File: config.mk
export PLATFORM = sky130hd
export DESIGN_NAME = cnt_chain
export DESIGN_NICKNAME = d
export VERILOG_FILES = /design/src/rtl/cnt_pkg.sv /design/src/rtl/cnt_tc.sv /design/src/rtl/cnt_stage.sv /design/src/rtl/cnt_chain.sv
export SDC_FILE = /design/constraint.sdc
export NUM_CORES = 1
export LEC_CHECK = 0
export CORE_ASPECT_RATIO = 1.1
export CORE_MARGIN = 2
export CORE_UTILIZATION = 30
export DETAILED_ROUTE_END_ITERATION = 10
export HOLD_SLACK_MARGIN = 0.03
export PLACE_DENSITY = 0.59
export SYNTH_ARGS = -nofsm -noshare
export SYNTH_HDL_FRONTEND = slang
export SYNTH_HIERARCHICAL = 1
export SYNTH_SLANG_ARGS = --single-unit
File: constraint.sdc
create_clock -name clk_i -period 2.95 [get_ports clk_i]
set_input_delay 0.7375 -clock clk_i [delete_from_list [all_inputs] [get_ports clk_i]]
set_output_delay 0.7375 -clock clk_i [all_outputs]
set_load 0.02 [all_outputs]
File: src/rtl/cnt_pkg.sv
package cnt_pkg;
  typedef enum logic {
    CLR_ASYNC = 1'b0,
    CLR_SYNC  = 1'b1
  } clr_mode_e;
endpackage

File: src/rtl/cnt_tc.sv
module cnt_tc #(
  parameter int W = 4
) (
  input  logic [W-1:0] cnt_i,
  input  logic         en_i,
  output logic         tc_o
);
  assign tc_o = en_i & (&cnt_i);
endmodule

File: src/rtl/cnt_stage.sv
module cnt_stage
  import cnt_pkg::*;
#(
  parameter int        W        = 4,
  parameter clr_mode_e CLR_MODE = CLR_ASYNC
) (
  input  logic         clk_i,
  input  logic         rst_ni,
  input  logic         load_ni,
  input  logic         cnt_par_i,
  input  logic         cnt_tri_i,
  input  logic [W-1:0] data_i,
  output logic [W-1:0] count_o,
  output logic         tc_o
);
  logic [W-1:0] q, q_nxt;

  always_comb begin
    q_nxt = q;
    if (!load_ni)                     q_nxt = data_i;
    else if (cnt_par_i && cnt_tri_i)  q_nxt = q + 1'b1;
  end

  generate
    if (CLR_MODE == CLR_SYNC) begin : g_sync_clr
      always_ff @(posedge clk_i) begin
        if (!rst_ni) q <= '0;
        else         q <= q_nxt;
      end


      sync_clr_chk: assert property (@(posedge clk_i) disable iff (!rst_ni)
        $past(!rst_ni) |-> (q == '0));
    end else begin : g_async_clr
      always_ff @(posedge clk_i or negedge rst_ni) begin
        if (!rst_ni) q <= '0;
        else         q <= q_nxt;
      end
    end
  endgenerate

  cnt_tc #(.W(W)) i_tc (
    .cnt_i (q),
    .en_i  (cnt_tri_i),
    .tc_o  (tc_o)
  );

  assign count_o = q;


  load_chk: assert property (@(posedge clk_i) disable iff (!rst_ni)
    !load_ni |=> (q == $past(data_i)));


  incr_chk: assert property (@(posedge clk_i) disable iff (!rst_ni)
    (load_ni && cnt_par_i && cnt_tri_i) |=> (q == $past(q) + 1'b1));


  hold_chk: assert property (@(posedge clk_i) disable iff (!rst_ni)
    (load_ni && !(cnt_par_i && cnt_tri_i)) |=> $stable(q));


  tc_gate_chk: assert property (@(posedge clk_i) disable iff (!rst_ni)
    tc_o |-> cnt_tri_i);
endmodule

File: src/rtl/cnt_chain.sv
module cnt_chain
  import cnt_pkg::*;
#(
  parameter int        N_STAGES = 3,
  parameter int        STAGE_W  = 4,
  parameter clr_mode_e CLR_MODE = CLR_ASYNC
) (
  input  logic                        clk_i,
  input  logic                        rst_ni,
  input  logic                        load_ni,
  input  logic                        cnt_par_i,
  input  logic                        cnt_tri_i,
  input  logic [N_STAGES*STAGE_W-1:0] data_i,
  output logic [N_STAGES*STAGE_W-1:0] count_o,
  output logic                        tc_o
);
  localparam int CW = N_STAGES * STAGE_W;

  logic [N_STAGES:0] tri_chain;

  // each stage's flag feeds the next stage's trickle enable
  assign tri_chain[0] = cnt_tri_i;

  for (genvar k = 0; k < N_STAGES; k++) begin : g_stage
    cnt_stage #(
      .W        (STAGE_W),
      .CLR_MODE (CLR_MODE)
    ) i_stage (
      .clk_i     (clk_i),
      .rst_ni    (rst_ni),
      .load_ni   (load_ni),
      .cnt_par_i (cnt_par_i),
      .cnt_tri_i (tri_chain[k]),
      .data_i    (data_i[k*STAGE_W +: STAGE_W]),
      .count_o   (count_o[k*STAGE_W +: STAGE_W]),
      .tc_o      (tri_chain[k+1])
    );
  end

  assign tc_o = tri_chain[N_STAGES];


  chain_tc_chk: assert property (@(posedge clk_i) disable iff (!rst_ni)
    tc_o |-> (count_o == {CW{1'b1}}));


  chain_incr_chk: assert property (@(posedge clk_i) disable iff (!rst_ni)
    (load_ni && cnt_par_i && cnt_tri_i) |=> (count_o == $past(count_o) + 1'b1));
endmodule

## Yosys cells after proc, flatten, opt, wreduce, memory -nomap -nowiden

Cells that the tools add are included.

- Add/subtract/negate cells: 3
- Equality and inequality tests: 3
- Multiplexer cells: 6
- Bitwise operators: 3
- Reduce and logical (&&, ||, !) cells: 6

Operator list:

| operator | number |
|---|---|
| two-way mux 4 bit | 6 |
| adder 4 x 1 -> 4 bit, second input constant | 3 |
| AND reduction 4 bit | 3 |
| != test 2 x 1 -> 1 bit, second input constant | 3 |
| AND 1 bit | 3 |
| logical AND 1 bit | 3 |

- Register bits: 12
- Input port bits: 17
- Output and inout bits: 13
- Logic and storage cells: 24

## Logic depth before layout (Yosys ltp)

- Depth in word-level cells: 6
- Mapped depth: 7
- Depth with buffers taken out: 7

## By module

The synthesis kept the hierarchy.

Modules (own cells, without submodules):

| module | times used | cells each | area an instance (µm²) |
|---|---|---|---|
| cnt_stage | 3 | 22 | 207.7 |
| cnt_tc | 3 | 3 | 12.5 |

## Worst setup path after synthesis

Ideal clock, no wire load.

- Path type: input to output
- Start point: in cnt_tri_i
- End point: out tc_o
- Arrival: 1.644 ns
- Data required time: 2.213 ns
- Path slack: 0.568 ns
- Cell stages on the path: 6
- Path through: nand3_1 > nor2_1 > nand3_1 > nor2_1 > nand3_1 > nor2_1

- Longest elaborated chain between the ends: 3

RTL lines:

| item | RTL line | source |
|---|---|---|
| start, declared | cnt_chain.sv:12 | `input logic cnt_tri_i,` |
| AND 1 bit | cnt_tc.sv:8 | `assign tc_o = en_i & (&cnt_i);` |
| net tri_chain[1] | cnt_chain.sv:19 | `logic [N_STAGES:0] tri_chain;` |
| AND 1 bit | cnt_tc.sv:8 |  |
| net tri_chain[2] | cnt_chain.sv:19 |  |
| AND 1 bit | cnt_tc.sv:8 |  |
| end, declared | cnt_chain.sv:15 | `output logic tc_o` |

The timed path passes the listed nets, and every way through them passes these cells.

## Final worst setup path

Ends and elaborated chain as after synthesis.

==> reports/metrics.yaml <==
global_route:
  antenna_found_initial: 0
  grt_pass1_vias: 616
  grt_pass1_wl_um: 2730
  gr-total-overflow: 0
  gr-usage-all-layers_pct: 14.4
  grt_max_degree: 14
power:
  power_per_cell_area_nw_per_um2: 426
  ir_drop_uv: 266
  p_leak_nw: 0.423
  fin_total_pwr_mw: 0.435
timing:
  tightest_slew_ns: 0.556
  drv_slew: 0
  clock_skew_ns: 0.00429
  fmax_mhz: 365
  hold_violations: 0
  layout_worst_path_cycle_share_pct: 92.9
  slew-limit-headroom_pct: 62.8
  rsz0062_at_grt: "no"
  finalSetupViolations: 0
  min_period_ns: 2.74
floorplanning:
  start_util_pct: 32.4
  die_h_um: 53.2
  pin_count: 30
  core_area_um2: 2040
  rows: 17
  die_x_um: 48.7
  dieArea_um2: 2590
outcome:
  status: "finished clean"
setup_path:
  cp.arrival_ns: 2.00
  crit_type: "in2out"
  cp_max_fo: 2
  crit_start: "cnt_tri_i"
  cp.required_ns: 2.21
  r2r-start: "g_stage[0].i_stage/count_o[0]$_DFFE_PN0P_"
  start_kind: "primary input"
  endpoint_kind: "output pin"
detailed_routing:
  drtPass1Iterations: 4
  drt_iter0_markers: 6
  vias: 645
  postRouteAntennaNets: 0
  route.detailed.drc: 0
  wl_um: 1600
  wl_per_cell_um: 11.7
  vias_per_cell: 4.74
place:
  dpl.hpwl_um: 1210
  globalplace.congestion: 0.755
  io_buffers: 29
  dp.cells: 133
cts:
  cts_tree: "yes"
  clkSinkCount: 12
  cts_root_buffer: "clkbuf_4"
  postCtsHoldBufs: 0
  numCtsBuffers: 3
  clk_pin_slew_ns: 0.08
  clk_latency_ns: 0.27
  clock_path_buffers: 2
  htree_levels: 1
layout:
  num-nets-final: 130
  diodes: 0
  filler_cell_count: 223
  largest_reg_flops: 12
  layout.cells.non_filler: 136
  syn_to_final_growth_pct: 54.7
  final_layout_size_suffix_gt1_share_pct: 10.2
yosys:
  netlist_area_um2: 661
  syn_area_per_cell_um2: 8.81
  synth_compound_area_share_pct: 11.9
  ys_seq_area_share_pct: 45.5
  synth-xor-area-share_pct: 7.95
  yosysWarningCount: 6
  synth-seq-cells: 12
  yosys.area_share.adder_pct: 5.68
  synth_fp_nets: 95
  synth_mux_area_share_pct: 4.55
  yosysUniqueCellTypes: 13
  synth_top_family_by_area: "simple AND/OR/NAND/NOR gates"
  netlist_instances: 75
  synthSimpleGateAreaFrac_pct: 22.7
min_path:
  hp-class: "reg2reg"
  hold_start: "g_stage[2].i_stage/count_o[3]$_DFFE_PN0P_"
run:
  maxCapViolCount: 0
## critical path, stage by stage
cell and delay (ns):
clkdlybuf4s50_1 0.48, nand3_1 0.08, nor2_1 0.14, nand3_1 0.09, nor2_1 0.13, nand3_1 0.09, nor2_1 0.09, clkbuf_2 0.17
## cell families after synthesis
group,count (synthesis)
compound gates,15
xor+xnor,6
fa+ha+maj,3
buf+inv,3
flops,12
mux,3
simple gates,33
## final timing paths
kind / cells past startpoint / slack, ns / end
setup / recovery: 8 / 0.21 / tc_o
hold reg to reg: 2 / 0.60 / g_stage[2].i_stage/count_o[3]$_DFFE_PN0P_
max in group asynchronous: 1 / 1.76 / g_stage[0].i_stage/count_o[2]$_DFFE_PN0P_
setup reg to reg: 8 / 1.27 / g_stage[2].i_stage/count_o[3]$_DFFE_PN0P_
min in group asynchronous: 1 / 0.82 / g_stage[2].i_stage/count_o[3]$_DFFE_PN0P_
hold / removal: 2 / 0.60 / g_stage[2].i_stage/count_o[3]$_DFFE_PN0P_
## synth_stat cells
master | count | area (um2)
nor2_1 | 15 | 56.3
dfrtp_1 | 12 | 300
a21oi_1 | 9 | 45.0
nand3_1 | 9 | 45.0
xor2_1 | 6 | 52.6
a31oi_1 | 3 | 18.8
clkbuf_1 | 3 | 11.3
ha_1 | 3 | 37.5
mux2i_1 | 3 | 30.0
nand2_1 | 3 | 11.3
nand2_2 | 3 | 18.8
o21ai_0 | 3 | 15.0
or3_1 | 3 | 18.8
## stage by stage
step / utilization [%] / TNS, ns / hold slack, ns / cell area [um2] / setup WS (ns)
floorplan: - / 0 / 0.442 / 661 / 0.568
global placement: 49.2 / -0.220 / 0.588 / 1000 / -0.220
detailed placement: 49.2 / -0.239 / 0.593 / 1000 / -0.239
CTS: 50.2 / 0 / 0.604 / 1030 / 0.0390
global route: 50.1 / 0 / 0.625 / 1020 / 0.0921
finish: 50.1 / 0 / 0.597 / 1020 / 0.209
## report_power, final
part           internal (mW)  total, mW  switching [mW]
clock                 0.0472      0.100          0.0528
sequential             0.181      0.203          0.0213
combinational         0.0713      0.133          0.0615
## placed cells by master, fill, tap and decap left out
master	netlist	routed
clkbuf_2	0	1
nor2_1	15	15
nand3_1	9	9
nand2_2	3	3
dfrtp_1	12	12
or3_1	3	3
a31oi_1	3	3
nand2_1	3	3
clkdlybuf4s50_1	0	28
mux2i_1	3	3
a21oi_1	9	9
xor2_1	6	6
buf_4	0	4
ha_1	3	3
o21ai_0	3	3
clkbuf_4	0	3
## layout make-up
cell class | count | area (um2) | share of cell area [%]
Tap cell | 28 | 35.0 | 3.43
Sequential cell | 12 | 300 | 29.4
Timing Repair Buffer | 33 | 315 | 30.8
Multi-Input combinational cell | 60 | 349 | 34.1
Clock buffer | 3 | 22.5 | 2.20
## metal layers
layer / vias up / routed length [um] / GRT usage (%)
li1: 327 / - / -
met1: 293 / 680 / 15.2
met2: 21 / 787 / 24.9
met3: 4 / 87 / 4.24
met4: 0 / 41 / 10.0
met5: - / 0 / 0
## repair_timing
item,CTS,global route
buffers inserted,0,0
gates cloned,0,0
resized for setup,1,2
endpoints found under the setup margin,1,1
No activity file was read; power rests on OpenSTA's default activity.
